$ cat src/rtl/pmcg_pkg.sv
package pmcg_pkg;

  typedef enum logic [2:0] {
    MODE_RUN     = 3'd0,
    MODE_SLEEP   = 3'd1,
    MODE_DEEP    = 3'd2,
    MODE_WAKE    = 3'd3,
    MODE_RESTORE = 3'd4
  } mode_e;

  localparam logic [1:0] SRC_MAIN = 2'd0;
  localparam logic [1:0] SRC_INT  = 2'd1;
  localparam logic [1:0] SRC_PLL  = 2'd2;

  localparam logic [1:0] SEL_RUN   = 2'd0;
  localparam logic [1:0] SEL_SLEEP = 2'd1;
  localparam logic [1:0] SEL_DEEP  = 2'd2;

  // Strobes from control to datapath
  typedef struct packed {
    logic captureShadow; // latch run clock config at deep entry
    logic coreOn;        // core and memory clock allowed
    logic useSleepSet;   // sleep gating set eligible
    logic useDeepSet;    // deep gating set eligible
    logic deepClk;       // deep clock configuration active
    logic wakeClk;       // settle phase: deep clock, target powered
    logic restoreClk;    // shadow source and divider on outputs
  } strobe_t;

endpackage

$ cat src/rtl/pmcg_ctrl.sv
module pmcg_ctrl
  import pmcg_pkg::*;
#(
  parameter int SETTLE_CYCLES = 6
) (
  input  logic    clk,
  input  logic    rstN,
  input  logic    sleepReq,
  input  logic    sleepDeep,
  input  logic    wakeIrq,
  output strobe_t strobes,
  output mode_e   curMode
);

  localparam int CNT_W = (SETTLE_CYCLES < 2) ? 1 : $clog2(SETTLE_CYCLES);
  localparam logic [CNT_W-1:0] CNT_LAST = CNT_W'(SETTLE_CYCLES - 1);

  mode_e modeQ, modeD;
  logic [CNT_W-1:0] settleCnt;

  always_comb begin
    modeD = modeQ;
    unique case (modeQ)
      MODE_RUN:     if (sleepReq) modeD = sleepDeep ? MODE_DEEP : MODE_SLEEP;
      MODE_SLEEP:   if (wakeIrq) modeD = MODE_RUN;
      MODE_DEEP:    if (wakeIrq) modeD = MODE_WAKE;
      MODE_WAKE:    if (settleCnt == CNT_LAST) modeD = MODE_RESTORE;
      MODE_RESTORE: modeD = MODE_RUN;
      default:      modeD = MODE_RUN;
    endcase
  end

  always_ff @(posedge clk or negedge rstN) begin
    if (!rstN) begin
      modeQ     <= MODE_RUN;
      settleCnt <= '0;
    end else begin
      modeQ <= modeD;
      if (modeQ == MODE_WAKE) settleCnt <= settleCnt + 1'b1;
      else                    settleCnt <= '0;
    end
  end

  always_comb begin
    strobes               = '0;
    strobes.captureShadow = (modeQ == MODE_RUN) && sleepReq && sleepDeep;
    strobes.coreOn        = (modeQ == MODE_RUN);
    strobes.useSleepSet   = (modeQ == MODE_SLEEP);
    strobes.useDeepSet    = (modeQ == MODE_DEEP) || (modeQ == MODE_WAKE) ||
                            (modeQ == MODE_RESTORE);
    strobes.deepClk       = (modeQ == MODE_DEEP);
    strobes.wakeClk       = (modeQ == MODE_WAKE);
    strobes.restoreClk    = (modeQ == MODE_RESTORE);
  end

  assign curMode = modeQ;

endmodule

$ cat src/rtl/pmcg_datapath.sv
module pmcg_datapath
  import pmcg_pkg::*;
#(
  parameter int                    NUM_PERIPH   = 8,
  parameter int                    DIV_W        = 7,
  parameter logic [NUM_PERIPH-1:0] PRESENT_MASK = 8'hB7
) (
  input  logic                  clk,
  input  logic                  rstN,
  input  strobe_t               strobes,
  input  logic                  regWrEn,
  input  logic [1:0]            regWrSel,
  input  logic [NUM_PERIPH-1:0] regWrData,
  input  logic                  autoGateEn,
  input  logic                  dsUseIntOsc,
  input  logic                  dsDivSel64,
  input  logic [1:0]            runSrcSel,
  input  logic [DIV_W-1:0]      runDiv,
  output logic [NUM_PERIPH-1:0] periphClkEn,
  output logic [1:0]            clkSrcSel,
  output logic [DIV_W-1:0]      sysDiv,
  output logic                  divOverride,
  output logic                  pllPowerDown,
  output logic                  mainOscPowerDown,
  output logic                  intOscPowerUp
);

  localparam logic [DIV_W-1:0] DIV16 = DIV_W'(16);
  localparam logic [DIV_W-1:0] DIV64 = DIV_W'(64);

  logic [NUM_PERIPH-1:0] runGate, slpGate, dpGate;
  logic wrRun, wrSlp, wrDp;

  assign wrRun = regWrEn && (regWrSel == SEL_RUN);
  assign wrSlp = regWrEn && (regWrSel == SEL_SLEEP);
  assign wrDp  = regWrEn && (regWrSel == SEL_DEEP);

  logic pickSleep, pickDeep;
  assign pickSleep = autoGateEn && strobes.useSleepSet;
  assign pickDeep  = autoGateEn && strobes.useDeepSet;

  // Per-peripheral gating bits; absent peripherals have no storage
  for (genvar i = 0; i < NUM_PERIPH; i++) begin : g_periph
    if (PRESENT_MASK[i]) begin : g_present
      always_ff @(posedge clk or negedge rstN) begin
        if (!rstN) begin
          runGate[i] <= 1'b0;
          slpGate[i] <= 1'b0;
          dpGate[i]  <= 1'b0;
        end else begin
          if (wrRun) runGate[i] <= regWrData[i];
          if (wrSlp) slpGate[i] <= regWrData[i];
          if (wrDp)  dpGate[i]  <= regWrData[i];
        end
      end
    end else begin : g_absent
      assign runGate[i] = 1'b0;
      assign slpGate[i] = 1'b0;
      assign dpGate[i]  = 1'b0;
    end

    always_comb begin
      if (pickDeep)       periphClkEn[i] = dpGate[i];
      else if (pickSleep) periphClkEn[i] = slpGate[i];
      else                periphClkEn[i] = runGate[i];
    end
  end

  // Shadow of the run clock configuration taken at deep entry
  logic [1:0]       shSrc;
  logic [DIV_W-1:0] shDiv;
  logic             shInt, sh64;

  always_ff @(posedge clk or negedge rstN) begin
    if (!rstN) begin
      shSrc <= SRC_MAIN;
      shDiv <= '0;
      shInt <= 1'b0;
      sh64  <= 1'b0;
    end else if (strobes.captureShadow) begin
      shSrc <= runSrcSel;
      shDiv <= runDiv;
      shInt <= dsUseIntOsc;
      sh64  <= dsDivSel64;
    end
  end

  logic             pllWasOn;
  logic [1:0]       deepSrc;
  logic [DIV_W-1:0] deepDiv;

  assign pllWasOn = (shSrc == SRC_PLL);
  assign deepSrc  = shInt ? SRC_INT : SRC_MAIN;
  assign deepDiv  = pllWasOn ? (sh64 ? DIV64 : DIV16) : shDiv;

  logic inDeepClk;
  assign inDeepClk = strobes.deepClk || strobes.wakeClk;

  always_comb begin
    if (inDeepClk) begin
      clkSrcSel   = deepSrc;
      sysDiv      = deepDiv;
      divOverride = pllWasOn;
    end else if (strobes.restoreClk) begin
      clkSrcSel   = shSrc;
      sysDiv      = shDiv;
      divOverride = 1'b0;
    end else begin
      clkSrcSel   = runSrcSel;
      sysDiv      = runDiv;
      divOverride = 1'b0;
    end
  end

  always_comb begin
    if (strobes.deepClk) begin
      pllPowerDown     = 1'b1;
      mainOscPowerDown = shInt;
      intOscPowerUp    = shInt;
    end else if (strobes.wakeClk) begin
      pllPowerDown     = !pllWasOn;
      mainOscPowerDown = shInt && (shSrc == SRC_INT);
      intOscPowerUp    = shInt || (shSrc == SRC_INT);
    end else begin
      pllPowerDown     = (clkSrcSel != SRC_PLL);
      mainOscPowerDown = (clkSrcSel == SRC_INT);
      intOscPowerUp    = (clkSrcSel == SRC_INT);
    end
  end

endmodule

$ cat src/rtl/pwr_clk_gate.sv
module pwr_clk_gate
  import pmcg_pkg::*;
#(
  parameter int                    NUM_PERIPH    = 8,
  parameter int                    DIV_W         = 7,
  parameter int                    SETTLE_CYCLES = 6,
  parameter logic [NUM_PERIPH-1:0] PRESENT_MASK  = 8'hB7
) (
  input  logic                  clk,
  input  logic                  rstN,
  input  logic                  regWrEn,
  input  logic [1:0]            regWrSel,
  input  logic [NUM_PERIPH-1:0] regWrData,
  input  logic                  sleepReq,
  input  logic                  sleepDeep,
  input  logic                  wakeIrq,
  input  logic                  autoGateEn,
  input  logic                  dsUseIntOsc,
  input  logic                  dsDivSel64,
  input  logic [1:0]            runSrcSel,
  input  logic [DIV_W-1:0]      runDiv,
  output logic                  coreClkEn,
  output logic [NUM_PERIPH-1:0] periphClkEn,
  output logic [1:0]            clkSrcSel,
  output logic [DIV_W-1:0]      sysDiv,
  output logic                  divOverride,
  output logic                  pllPowerDown,
  output logic                  mainOscPowerDown,
  output logic                  intOscPowerUp
);

  strobe_t strobes;
  mode_e   curMode;

  pmcg_ctrl #(.SETTLE_CYCLES(SETTLE_CYCLES)) u_ctrl (
    .clk      (clk),
    .rstN     (rstN),
    .sleepReq (sleepReq),
    .sleepDeep(sleepDeep),
    .wakeIrq  (wakeIrq),
    .strobes  (strobes),
    .curMode  (curMode)
  );

  pmcg_datapath #(
    .NUM_PERIPH  (NUM_PERIPH),
    .DIV_W       (DIV_W),
    .PRESENT_MASK(PRESENT_MASK)
  ) u_dp (
    .clk             (clk),
    .rstN            (rstN),
    .strobes         (strobes),
    .regWrEn         (regWrEn),
    .regWrSel        (regWrSel),
    .regWrData       (regWrData),
    .autoGateEn      (autoGateEn),
    .dsUseIntOsc     (dsUseIntOsc),
    .dsDivSel64      (dsDivSel64),
    .runSrcSel       (runSrcSel),
    .runDiv          (runDiv),
    .periphClkEn     (periphClkEn),
    .clkSrcSel       (clkSrcSel),
    .sysDiv          (sysDiv),
    .divOverride     (divOverride),
    .pllPowerDown    (pllPowerDown),
    .mainOscPowerDown(mainOscPowerDown),
    .intOscPowerUp   (intOscPowerUp)
  );

  assign coreClkEn = strobes.coreOn;

endmodule

$ cat config.mk
export PLATFORM = sky130hd
export DESIGN_NAME = pwr_clk_gate
export DESIGN_NICKNAME = d
export VERILOG_FILES = /design/src/rtl/pmcg_pkg.sv /design/src/rtl/pmcg_ctrl.sv /design/src/rtl/pmcg_datapath.sv /design/src/rtl/pwr_clk_gate.sv
export SDC_FILE = /design/constraint.sdc
export NUM_CORES = 1
export LEC_CHECK = 0
export BUFFER_PORTS_ARGS = -buffer_cell sky130_fd_sc_hd__buf_2
export CAP_MARGIN = 20
export CORE_MARGIN = 5
export CORE_UTILIZATION = 52
export CTS_CLUSTER_DIAMETER = 50
export DETAILED_ROUTE_END_ITERATION = 8
export PLACE_DENSITY = 0.79
export RECOVER_POWER = 25
export SETUP_SLACK_MARGIN = 0.2
export SLEW_MARGIN = 40
export SYNTH_ARGS = -nofsm -noshare
export SYNTH_HDL_FRONTEND = slang
export SYNTH_SLANG_ARGS = --single-unit
$ cat constraint.sdc
create_clock -name clk -period 1.8 [get_ports clk]
set_input_delay 0.27 -clock clk [delete_from_list [all_inputs] [get_ports clk]]
set_output_delay 0.27 -clock clk [all_outputs]
set_load 0.05 [all_outputs]
==> results.ini <==
[status]
outcome=finished, violations left
violations=negative setup slack

[pwr]
p_per_area_nw_per_um2=1823
ir_worst_vdd_mv=1.604
p_leak_nw=1.371

[route]
drc=0
wire_per_inst_um=22.61
vias=1818
wirelength_um=6807
top_layer=met4
wl_met2_um=3510
first_pass_iters=5
dr.first_iter.drc_count=71
wl_met3_um=377
m1WireLength_um=2526
detail-route-antenna-nets=0
post_drt_via_cell_ratio=6.040

[synthesis]
synthesis.instances=175
synthSimpleGateAreaFrac_pct=14.32
ys_ff_latch=35
synthAdderAreaFrac_pct=1.326
ys_async_sr_fraction_pct=100.0
synth_edf_count=0
synth.area.top_cells=dfrtp_1 46%, mux2_2 13%, mux2i_1 6.9%, mux2_1 4.2%, nor2_1 4.0%
syn_avg_cell_area_um2=10.78
yosys_most_used_dff=dfrtp_1
synth_top_family_by_area=multiplexers
synthXorXnorAreaFrac_pct=0.4642
yosysTopAreaCell=dfrtp_1
synthMuxAreaShare_pct=24.20
ys_warn_count=0
synth_compound_area_share_pct=9.814
synth.distinct_cells=39
synth.top_cell.area_share_pct=46.42
syn-cell-area_um2=1887
ys_seq_area_share_pct=46.42

[cells_and_area]
area_growth_pct=61.27
drive_gt1_share_pct=64.57
fillCellCount=138
final_common_cell=dfrtp_1
fin_area_um2=3043
multi_input_area_um2=1363
final_cells=301
layout_common_cells=32 x dfrtp_1, 28 x buf_2, 25 x buf_4
fin_nets=283
seq_area_um2=879.6

[place]
port_buffers=45
hpwl_um=3453
pre_cts_ws_ns=-0.02644
place_congestion=0.8877
placed_area_um2=2462
dp.cells=281

[sta]
rsz0062_at_grt=true
clock_skew_ns=0.009741
setup_violations=19
setup_slack_ns=-0.3727
fmax_ghz=0.4603
fin_crit_ns=2.173
setup_tns_ns=-5.615
maxSlewViolCount=0
slew_headroom_pct=41.44
fin_crit_sh_pct=120.7
worstMarginPinSlew_ns=0.8785
hold_violations=0

[worst_setup_path]
critical_path_required_ns=1.53
cp_max_fo=6
r2r-end=u_dp.shSrc[0]$_DFFE_PN0P_
cp.arrival_ns=1.90
ff2ff_setup_slack_ns=0.06
r2r_start=u_ctrl.curMode[1]$_DFFE_PN0P_
crit_type=flip-flop to output pin
reg2reg_depth=7
startpoint_type=flip-flop
end_kind=output pin

[clock_network]
cts.path.max_buffers=2
clock-sinks=35
insertion_delay_ns=0.37
clk_pin_slew_ns=0.12
htree_levels=2
cts_tree=built
numCtsBuffers=5
cts_root_buf=clkbuf_4

[floorplan]
num_rows=21
ioPinCount=50
start_util_pct=55.24
die_x_um=70.24
dieArea_um2=4933
core_area_um2=3416
die_height_um=70.24

[global_route]
grt_usage_pct=24.02
antenna_found_initial=0
grt_pass1_vias=1824
grt_max_degree=36
grt_pass1_wl_um=9232
overflow=0

[worst_hold_path]
whs_path_depth=2
min_to=u_dp.sh64$_DFFE_PN0P_
min_path_type=primary input to flip-flop
min-delay-start=dsDivSel64

[job]
maxCapViolations=0

sequential cells by signal (all words and copies together) (netlist names):
register / flops
u_dp.shDiv: 7
u_dp.dpGate: 6
u_dp.shSrc: 2
u_ctrl.curMode: 3
u_dp.slpGate: 6
u_dp.runGate: 6
u_dp.sh64: 1
u_ctrl.settleCnt: 3
u_dp.shInt: 1
worst max-delay path by stage:
stage,startpoint,end
finish,u_ctrl.curMode[0]$_DFFE_PN0P_,sysDiv[2]
global route,u_ctrl.curMode[2]$_DFFE_PN0P_,sysDiv[2]
CTS,u_ctrl.curMode[2]$_DFFE_PN0P_,periphClkEn[4]
detailed placement,u_ctrl.curMode[2]$_DFFE_PN0P_,periphClkEn[4]
global placement,u_ctrl.curMode[0]$_DFFE_PN0P_,sysDiv[0]
floorplan,u_ctrl.curMode[2]$_DFFE_PN0P_,pllPowerDown
timing repair:
item / CTS / global route
setup buffers: 9 / 1
resized for setup: 71 / 25
setup endpoints to repair: 31 / 31
endpoints found under the hold margin: 0 / 35
hold buffers: 0 / 1
pin swaps: 14 / 11
gates cloned: 0 / 0
Yosys cell counts (2+ instances only):
| cell type | instances |
|---|---|
| ha_1 | 2 |
| mux2_2 | 22 |
| a21oi_1 | 9 |
| nand2b_1 | 4 |
| a31oi_1 | 2 |
| nand3_1 | 2 |
| o21ai_1 | 4 |
| o21ai_0 | 3 |
| nor2_1 | 20 |
| buf_4 | 3 |
| buf_2 | 4 |
| nand2_1 | 10 |
| mux2_1 | 7 |
| dfrtp_1 | 35 |
| mux2i_1 | 13 |
| o211ai_1 | 2 |
| inv_1 | 4 |
| o22ai_1 | 2 |
| nor2b_1 | 4 |
| a211oi_1 | 2 |
| nand3b_1 | 2 |
| nor3_1 | 2 |
critical path: stages (launching register included):
cell and delay (ns):
dfrtp_2 0.49, nand2b_4 0.20, o21ai_4 0.20, buf_4 0.15
mux2i_1 0.24, nor2_2 0.04, buf_2 0.21
power breakdown:
part           internal, mW  switching [mW]
Sequential             1.04           0.269
Clock                 0.292           0.321
Combinational          1.54            2.09
Total                  2.87            2.68
through the flow:
stage,power (mW),utilization [%],hold slack (ns)
6_report,5.548,89.08,0.1333
4_1_cts,5.142,85.05,0.004798
2_1_floorplan,3.231,-,-0.02559
5_1_grt,5.748,89.01,0.1279
3_5_place_dp,3.921,72.09,0.3952
3_3_place_gp,3.819,72.09,0.3727
per-layer routing:
metal / global-route usage, % / up-vias
met5: 0 / -
met3: 5.308 / 41
li1: - / 777
met4: 12.34 / 0
met2: 38.67 / 108
met1: 30.11 / 892
cell families after synthesis:
kind of cell    after synthesis
compound gates               30
flops                        35
fa+ha+maj                     2
mux                          42
simple gates                 52
other cells                   1
buf+inv                      12
xor+xnor                      1
final cells by class:
cell class / count / share of cell area (%)
Tap cell: 46 / 1.891
Clock buffer: 5 / 1.234
Antenna cell: 1 / 0.08224
Timing Repair Buffer: 78 / 21.01
Clock inverter: 3 / 1.439
Sequential cell: 35 / 28.91
Inverter: 4 / 0.6579
Multi-Input combinational cell: 129 / 44.78
Power figures use the tool's default switching activity.
